### src/rtl/oq_status_pkg.sv
`timescale 1ns/1ps
package oq_status_pkg;
   localparam int CTRL_W = 16;   // width of the status word seen by the host
   localparam int BUS_W  = 32;   // widest host access

   typedef struct packed {
      logic none;       // read with nothing pending
      logic short_rd;   // read shorter than length plus one
   } oq_rd_err_t;
endpackage

### src/rtl/oq_len_fifo.sv
`timescale 1ns/1ps
module oq_len_fifo #(
   parameter int DEPTH = 4,
   parameter int LEN_W = 12,
   localparam int CNT_W = $clog2(DEPTH + 1),
   localparam int PTR_W = (DEPTH > 1) ? $clog2(DEPTH) : 1
) (
   input  logic             clk,
   input  logic             rst_n,
   input  logic             push,
   input  logic [LEN_W-1:0] push_len,
   input  logic             pop,
   output logic             push_acc,
   output logic [LEN_W-1:0] head_len,
   output logic [CNT_W-1:0] count,
   output logic             empty
);
   logic [LEN_W-1:0] slot [DEPTH];
   logic [PTR_W-1:0] wr_ptr, rd_ptr;
   logic             full, pop_acc;

   function automatic logic [PTR_W-1:0] ptr_inc(input logic [PTR_W-1:0] p);
      return (p == PTR_W'(DEPTH - 1)) ? '0 : p + 1'b1;
   endfunction

   assign empty    = (count == '0);
   assign full     = (count == CNT_W'(DEPTH));
   assign push_acc = push && !full;
   assign pop_acc  = pop && !empty;
   assign head_len = slot[rd_ptr];

   always_ff @(posedge clk) begin
      if (push_acc) slot[wr_ptr] <= push_len;
   end

   always_ff @(posedge clk) begin
      if (!rst_n) begin
         wr_ptr <= '0;
         rd_ptr <= '0;
         count  <= '0;
      end else begin
         if (push_acc) wr_ptr <= ptr_inc(wr_ptr);
         if (pop_acc)  rd_ptr <= ptr_inc(rd_ptr);
         case ({push_acc, pop_acc})
            2'b10:   count <= count + 1'b1;
            2'b01:   count <= count - 1'b1;
            default: count <= count;
         endcase
      end
   end

   assert_no_overflow_R12: assert property (@(posedge clk) disable iff (!rst_n)
      count <= CNT_W'(DEPTH));
   assert_full_hold_R12: assert property (@(posedge clk) disable iff (!rst_n)
      (full && push && !pop) |=> (count == CNT_W'(DEPTH)));
endmodule

### src/rtl/oq_irq_gen.sv
`timescale 1ns/1ps
module oq_irq_gen (
   input  logic clk,
   input  logic rst_n,
   input  logic irq_en,
   input  logic push_acc,
   input  logic empty,
   input  logic ctrl_rd,
   input  logic rd_done,
   output logic irq
);
   logic irq_src;
   logic first_msg, status_seen;

   assign first_msg   = push_acc && empty;      // 0 -> 1 transition
   assign status_seen = ctrl_rd || rd_done;     // explicit or appended read

   always_ff @(posedge clk) begin
      if (!rst_n)           irq_src <= 1'b0;
      else if (first_msg)   irq_src <= 1'b1;    // set wins over a clearing read
      else if (status_seen) irq_src <= 1'b0;
   end

   assign irq = irq_src && irq_en;

   assert_rise_from_empty_R2: assert property (@(posedge clk) disable iff (!rst_n)
      $rose(irq_src) |-> $past(empty));
   assert_read_clears_R5: assert property (@(posedge clk) disable iff (!rst_n)
      (status_seen && !(push_acc && empty)) |=> !irq_src);
   assert_nonempty_push_R3: assert property (@(posedge clk) disable iff (!rst_n)
      (!irq_src && !empty) |=> !irq_src);
endmodule

### src/rtl/oq_read_check.sv
`timescale 1ns/1ps
module oq_read_check
   import oq_status_pkg::*;
#(
   parameter int LEN_W = 12
) (
   input  logic             clk,
   input  logic             rst_n,
   input  logic             rd_done,
   input  logic [LEN_W:0]   rd_words,
   input  logic             empty,
   input  logic [LEN_W-1:0] head_len,
   output logic             pop,
   output oq_rd_err_t       err
);
   logic [LEN_W:0] need;
   oq_rd_err_t     err_d;

   assign need           = {1'b0, head_len} + 1'b1;   // payload plus status word
   assign pop            = rd_done && !empty;
   assign err_d.none     = rd_done && empty;
   assign err_d.short_rd = pop && (rd_words < need);

   always_ff @(posedge clk) begin
      if (!rst_n) err <= '0;
      else        err <= err_d;
   end

   assert_err_exclusive_R9: assert property (@(posedge clk) disable iff (!rst_n)
      !(err.none && err.short_rd));
   assert_empty_read_flag_R9: assert property (@(posedge clk) disable iff (!rst_n)
      (rd_done && empty) |=> err.none);
endmodule

### src/rtl/oq_status_ctl.sv
`timescale 1ns/1ps
module oq_status_ctl
   import oq_status_pkg::*;
#(
   parameter int DEPTH = 4,
   parameter int LEN_W = 12
) (
   input  logic             clk,
   input  logic             rst_n,
   input  logic             irq_en,
   input  logic             push_valid,
   input  logic [LEN_W-1:0] push_len,
   input  logic             rd_done,
   input  logic [LEN_W:0]   rd_words,
   input  logic             ctrl_rd,
   output logic             irq,
   output logic [31:0]      ctrl_word,
   output logic             err_no_item,
   output logic             err_short_read
);
   localparam int CNT_W = $clog2(DEPTH + 1);
   localparam int FLD_W = CTRL_W - LEN_W;

   if (LEN_W < 1 || LEN_W >= CTRL_W) begin : g_bad_len
      $error("oq_status_ctl: LEN_W must lie in 1..CTRL_W-1");
   end
   if (DEPTH < 1) begin : g_bad_depth
      $error("oq_status_ctl: DEPTH must be at least 1");
   end

   logic             push_acc, empty, pop;
   logic [LEN_W-1:0] head_len;
   logic [CNT_W-1:0] count;
   logic [FLD_W-1:0] cnt_fld;
   oq_rd_err_t       err;

   oq_len_fifo #(.DEPTH(DEPTH), .LEN_W(LEN_W)) u_fifo (
      .clk, .rst_n,
      .push     (push_valid),
      .push_len (push_len),
      .pop      (pop),
      .push_acc (push_acc),
      .head_len (head_len),
      .count    (count),
      .empty    (empty)
   );

   oq_irq_gen u_irq (
      .clk, .rst_n,
      .irq_en   (irq_en),
      .push_acc (push_acc),
      .empty    (empty),
      .ctrl_rd  (ctrl_rd),
      .rd_done  (rd_done),
      .irq      (irq)
   );

   oq_read_check #(.LEN_W(LEN_W)) u_chk (
      .clk, .rst_n,
      .rd_done  (rd_done),
      .rd_words (rd_words),
      .empty    (empty),
      .head_len (head_len),
      .pop      (pop),
      .err      (err)
   );

   if (CNT_W > FLD_W) begin : g_cnt_sat
      assign cnt_fld = (count > CNT_W'((1 << FLD_W) - 1)) ? '1 : count[FLD_W-1:0];
   end else begin : g_cnt_ext
      assign cnt_fld = FLD_W'(count);
   end

   assign ctrl_word      = {{(BUS_W - CTRL_W){1'b0}}, cnt_fld,
                            empty ? {LEN_W{1'b0}} : head_len};
   assign err_no_item    = err.none;
   assign err_short_read = err.short_rd;
endmodule

### config.mk
export PLATFORM = sky130hd
export DESIGN_NAME = oq_status_ctl
export DESIGN_NICKNAME = d
export VERILOG_FILES = /design/src/rtl/oq_status_pkg.sv /design/src/rtl/oq_len_fifo.sv /design/src/rtl/oq_irq_gen.sv /design/src/rtl/oq_read_check.sv /design/src/rtl/oq_status_ctl.sv
export SDC_FILE = /design/constraint.sdc
export NUM_CORES = 1
export LEC_CHECK = 0
export ABC_AREA = 1
export BUFFER_PORTS_ARGS = -buffer_cell sky130_fd_sc_hd__buf_2
export CAP_MARGIN = 20
export CORE_AREA = 2 2 108 110
export DETAILED_ROUTE_END_ITERATION = 12
export DIE_AREA = 0 0 110 112
export PLACE_DENSITY = 0.55
export SLEW_MARGIN = 10
export SYNTH_ARGS = -nofsm -noshare
export SYNTH_HDL_FRONTEND = slang
export SYNTH_SLANG_ARGS = --single-unit
### constraint.sdc
create_clock -name clk -period 3.35 [get_ports clk]
set_clock_uncertainty 0.2 [all_clocks]
set_input_delay 0.67 -clock clk [delete_from_list [all_inputs] [get_ports clk]]
set_output_delay 0.67 -clock clk [all_outputs]
set_load 0.01 [all_outputs]
Word-level counts from Yosys, hierarchy flattened:

Memories as Yosys holds them, arrays and structs flattened. A register that Yosys moved wholly into a read port is not among the register bits.
Cells that the tools add are included.

* add/subtract/negate cells: 5
* $lt $le $gt $ge: 1
* equal/unequal tests: 5
* multiplexer cells: 10
* reduce and logical (&&, ||, !) cells: 13

Operators with widths (number)
* $add A12 B1 Y13 const B: 1
* $lt A13 B13 Y1: 1
* $mux W12: 1
* $mux W2: 4
* $logic_and A1 B1 Y1: 7
* $eq A2 B2 Y1 const B: 3
* $pmux W3 S2: 1
* $add A2 B1 Y2 const B: 2
* $mux W1: 4
* $reduce_bool A2 Y1: 2
* $add A3 B1 Y3 const B: 1
* $eq A3 B3 Y1 const B: 1
* $logic_not A3 Y1: 1
* $sub A3 B1 Y3 const B: 1
* $eq A2 B1 Y1 const B: 1
* $logic_not A1 Y1: 2
* $logic_or A1 B1 Y1: 1

* register bits after elaboration: 10
* RAM bits: 48
* input bits: 31
* output and inout port bits: 35
* memories kept: 1

Memory list
* u_fifo.slot: words 4, bits a word 12, rd ports 1, clocked after memory_dff 1, wr ports 1, RTL line oq_len_fifo.sv:18 `logic [LEN_W-1:0] slot [DEPTH];`

Depth between registers and ports, before layout:

* word-level depth: 6
* depth in mapped cells: 19

Cells and area by module:

From an unflattened synthesis, not the netlist that was laid out.

* cells, all modules: 334
* area total of the unflattened synthesis: 3183.1 sq um

Modules (own cells, without submodules)
* oq_len_fifo: times used 1, cells each 187, area an instance 2284.7 sq um
* oq_read_check: times used 1, cells each 95, area an instance 609.3 sq um
* oq_status_ctl: times used 1, cells each 43, area an instance 232.7 sq um
* oq_irq_gen: times used 1, cells each 9, area an instance 56.3 sq um

Worst setup path after synthesis:

Ideal clock, no wire load.

* kind: reg2reg
* start point: register (tool-made name)
* end point: register u_chk.err[0] (netlist name)
* arrival: 2188 ps
* data required time: 3036 ps
* setup slack: 848 ps
* stages on the path, launching flop included: 17
* period minus slack after synthesis: 2502 ps
* cells stage by stage: dfxtp_1 -> buf_6 -> buf_4 -> nand2_1 -> nand3_1 -> nand2_1 -> inv_1 -> ha_1 -> nand3_1 -> nor2_2 -> nand2_1 -> ha_1 -> nand2_1 -> nor4_1 -> nand2_1 -> nand3_1 -> nor2_1

==> flow_results.org <==
** Timing
- Time the worst path needs with I/O delays and setup :: approximately 2.9 ns
- Setup repair after global routing left no endpoint under its margin.
- Final Worst Setup Slack :: roughly 0.5 ns
- After routing, the total negative slack on setup checks comes to 0 ns.
- Static timing analysis puts the maximum clock frequency at between 0.3 and 0.4 GHz.
- Worst max-slew margin expressed relative to the limit :: 55.1%
- Final hold slack :: 0.277 ns
- At the pin with the least slew margin, the transition time is between 0.6 and 0.7 ns.
- Final worst path period share :: roughly 85%
- The final number of hold-violating endpoints is 0.
- Setup violations remaining at the end of the flow were counted as 0.
- Fin. max-slew vios :: 0

** Yosys
- Sequential elements use just over 50% of the synthesized area.
- During synthesis, Yosys emitted a total of 0 warnings.
- Number of synthesized register bits :: 60
- Compound-gate portion of the synthesized area :: under 10%
- Number of synthesized flops with an enable pin :: 48
- Most area-consuming cells after synthesis :: sky130_fd_sc_hd__edfxtp_1 44%, sky130_fd_sc_hd__nand2_1 15%, sky130_fd_sc_hd__ha_1 7.6%
- Of the total synthesized cell area, the portion taken by AND, OR, NAND and NOR gates is about 24%.
- Top cell type by total area after synthesis :: sky130_fd_sc_hd__edfxtp_1
- The synthesized netlist devotes around 1.6% of its cell area to XOR and XNOR gates.
- After Yosys synthesis, full adders, half adders and majority gates account for 8.23% of the synthesized area.
- After synthesis, the share of cell area in mux cells is 0%.
- Distinct cells, synth :: 29
- The top cell type by area accounts for about 44% of the synthesized area.
- In this run the mean area of a mapped cell was around 9 sq um.
- In the synthesized netlist the async set-or-reset flop fraction comes to 0%.
- Synthesis produced ~360 cells.
- By area, the combinational part of the netlist is dominated by simple AND/OR/NAND/NOR gates.
- Post-synthesis instance area :: 3290 sq um
- Commonest register cell after synthesis :: sky130_fd_sc_hd__edfxtp_1

** Clocking
- Counting along the longest clock path gives a buffer depth of 2.
- TritonCTS created 9 clock buffers.
- For this design, the sink count on the clock tree is 60.
- Clock latency on the worst-skew pair, taken at its later pin, is approximately 0.32 ns.
- In this run, post-CTS hold repair placed 0 buffers.
- Setup fix buffers added after clock tree synthesis :: 0
- In this run the clock root is driven by a sky130_fd_sc_hd__clkbuf_16.
- TritonCTS built the clock tree.
- In this run, post-CTS repair resized a total of 0 instances.
- Clock-pin slew was measured on the worst setup and hold paths at 0.05 ns.
- Deepest level of the CTS H-tree :: 3

** Setup path
- Arrival @ worst endpoint :: between 2 and 3 ns
- Critical Path End :: u_chk.err[0]
- Crit path launch type :: register
- Traced cell by cell, the critical path runs through inv_2 > nand3_1 > nand2_1 > inv_1 > ha_1 > nand3_1 > nor2_2 > nand2_1 > ha_1 > nand2_1 > nor4_1 > nand2_1 > nand3_1 > nor2_1.
- Crit path top cell by count :: sky130_fd_sc_hd__nand2_1
- Data required time of the worst path :: about 3.4 ns
- Cell type of the slowest stage on the worst timing path :: sky130_fd_sc_hd__dfxtp_1
- Largest stage delay, worst path :: ~0.66 ns
- R2r setup slk :: roughly 0.5 ns
- In this run the critical register-to-register path is captured at u_chk.err[0].
- The worst register-to-register path has a depth of 14.
- The worst setup path is of the reg -> reg kind.
- Of all nets on the critical path, the largest fanout is 16.
- Crit path capture type :: register

** Power
- Switching power summed over all nets :: between 0.001 and 0.0015 W
- Internal power :: between 0.0015 and 0.002 W
- Part of the power in registers :: between 30% and 40%
- Combinational logic burns a little over two fifths of the power.
- Of the total power, the share spent switching nets is about two fifths.
- PwrDens :: 829 nW/um^2
- Leakage power of the design :: roughly 1.8 nW
- The clock network is responsible for about 27% of the overall power.
- Across the VDD grid, the largest voltage drop is around 0.24 mV.

** Run status
- Status :: completed

** Floorplan
- The core region is 11,200 sq um.
- Die span in y :: around 110 um
- Starting utilization of the core area :: around 29%
- Chip Width :: 110 um
- The die covers between 10,000 and 15,000 sq um.
- Row generation in the floorplan step produced 39 rows.
- In this run the count of I/O pins placed on the die edge is between 60 and 70.

** Place
- Setup slack after placement :: roughly 0.50 ns
- Once detailed placement completed, the half-perimeter wirelength came to around 5300 um.
- The count of buffers added on input and output ports is between 40 and 50.
- Final Wtd Congestion :: 0.847
- Placed cell area :: ~3600 sq um

** Detailed routing
- The count of nets left with antenna violations once routing finished came out at 0.
- Routed wirelength normalized by instance count :: 12.4 um
- Total routed wirelength :: between 7000 and 8000 um
- In the routed design, unresolved DRC markers number 0.
- For this run, the detailed router's first-pass iteration total came to 4.
- Detailed-route vias per instance :: 4.27
- The routed layout has 2,414 vias.
- DRT iter0 DRCs :: between 150 and 200

** Cells and area
- The finished cells cover around 3900 sq um.
- Area of the multi-input gates :: between 1000 and 1500 sq um
- Area growth, synth to finish :: 18.4%
- At the end of the flow, the number of nets in the layout was between 400 and 500.
- Ratio of cells with drive above 1 in the final layout :: between 10% and 20%
- Counting the fill cells in the layout gives between 1,000 and 1,500.
- Final antenna diode count :: 0
- Total area of sequential cells :: 1680 sq um

** Run
- Max-Cap Viols :: 0

** Global route
- Summed over all layers, the global routing overflow is 0.
- The first global-routing pass estimated between 10,000 and 15,000 um of wire.
- Via count of the first global-routing pass :: between 2,000 and 2,500
- Overall Global Routing Usage :: 12.1%
- Entering global routing, the biggest net connects 25 pins.
- Antenna violations before repair :: 0

** Hold path
- The tightest min-delay check is of the reg -> reg type.
==> cells in the mapped netlist (2+ instances only) <==
cell / number
sky130_fd_sc_hd__nor2_1: 31
sky130_fd_sc_hd__xor2_1: 6
sky130_fd_sc_hd__buf_6: 3
sky130_fd_sc_hd__nand2_1: 127
sky130_fd_sc_hd__nand3_1: 16
sky130_fd_sc_hd__nor2_2: 4
sky130_fd_sc_hd__a21oi_1: 15
sky130_fd_sc_hd__inv_1: 26
sky130_fd_sc_hd__o21ai_0: 10
sky130_fd_sc_hd__ha_1: 20
sky130_fd_sc_hd__nand4_1: 2
sky130_fd_sc_hd__dfxtp_1: 12
sky130_fd_sc_hd__edfxtp_1: 48
sky130_fd_sc_hd__nand2_2: 7
sky130_fd_sc_hd__nor2_4: 3
sky130_fd_sc_hd__buf_4: 21
==> placed cells by master, fill, tap and decap left out, drive strengths merged <==
master	instances
a211oi	1
clkbuf	9
fa	1
nor2	38
nand2	134
o211a	1
nand4	2
o21ai	11
ha	20
clkinv	5
a21oi	15
edfxtp	48
bufinv	1
inv	28
dfxtp	12
o31ai	1
buf	54
xor2	6
o21a	1
nor3	1
nand3	16
nor4	1
conb	17
==> metal layers <==
| metal | vias up | routed length [um] | share of wire (%) | global-route usage, % |
|---|---|---|---|---|
| li1 | 1259 | - | - | - |
| met3 | 8 | 378 | 5.4 | 2.05 |
| met2 | 72 | 3220 | 46 | 18.9 |
| met4 | 0 | 112 | 1.6 | 5.06 |
| met5 | - | 0 | 0 | 0 |
| met1 | 1075 | 3300 | 47 | 16.3 |
==> cells by family after synthesis <==
logic type | count (synthesis)
AO/OA/AOI/OAI | 30
other | 1
AND/OR/NAND/NOR | 192
flip-flops | 60
buffers and inverters | 54
XOR/XNOR | 6
adder cells (fa/ha/maj) | 21
==> metrics by stage <==
stage / std cells / total power [W] / util, %
2_1_floorplan: 380 / 0.00202 / -
3_3_place_gp: 551 / 0.00238 / 32.3
3_5_place_dp: 551 / 0.00239 / 32.3
4_1_cts: 566 / 0.00327 / 34.8
5_1_grt: 566 / 0.00350 / 34.8
6_report: 566 / 0.00323 / 34.8
==> how the worst min path moves through the flow <==
stage	slack, ns	cells after the start	startpoint	endpoint
floorplan	0.24	2	u_irq.irq_src	u_irq.irq_src
global placement	0.26	2	u_irq.irq_src	u_irq.irq_src
detailed placement	0.27	2	u_irq.irq_src	u_irq.irq_src
CTS	0.28	2	u_irq.irq_src	u_irq.irq_src
global route	0.29	2	u_irq.irq_src	u_irq.irq_src
finish	0.28	2	u_irq.irq_src	u_irq.irq_src
==> power groups by stage <==
stage | logic [W] | registers (W) | clock network (W)
finish | 0.00138 | 0.000977 | 0.000865
detailed placement | 0.00140 | 0.000992 | 0
CTS | 0.00141 | 0.000979 | 0.000884
global route | 0.00159 | 0.000990 | 0.000921
global placement | 0.00139 | 0.000990 | 0
floorplan | 0.00106 | 0.000962 | 0
==> layout make-up <==
| cell class | instances | share of cell area [%] |
|---|---|---|
| clock inverter | 6 | 1.45 |
| tap | 143 | 4.60 |
| inverter | 28 | 2.83 |
| sequential | 60 | 43.2 |
| clock buffer | 9 | 5.79 |
| multi-input combinational | 266 | 34.8 |
| timing repair buffer | 54 | 7.33 |
==> worst max-delay path: cells and delay by family, from the launching register on <==
| kind | cells | cell delay (ns) |
|---|---|---|
| adder cells (fa/ha/maj) | 2 | 0.50 |
| AND/OR/NAND/NOR | 10 | 1.14 |
| flip-flops | 1 | 0.66 |
| buffers and inverters | 2 | 0.23 |
==> sequential cells by signal (all words and copies together), names as in the netlist, named ones only <==
| name | flops |
|---|---|
| u_fifo.slot | 48 |
| u_fifo.count | 3 |
| u_chk.err | 2 |
| u_fifo.rd_ptr | 2 |
| u_fifo.wr_ptr | 2 |
| u_irq.irq_src | 1 |
Note: power is estimated with default switching activity, not from simulation.
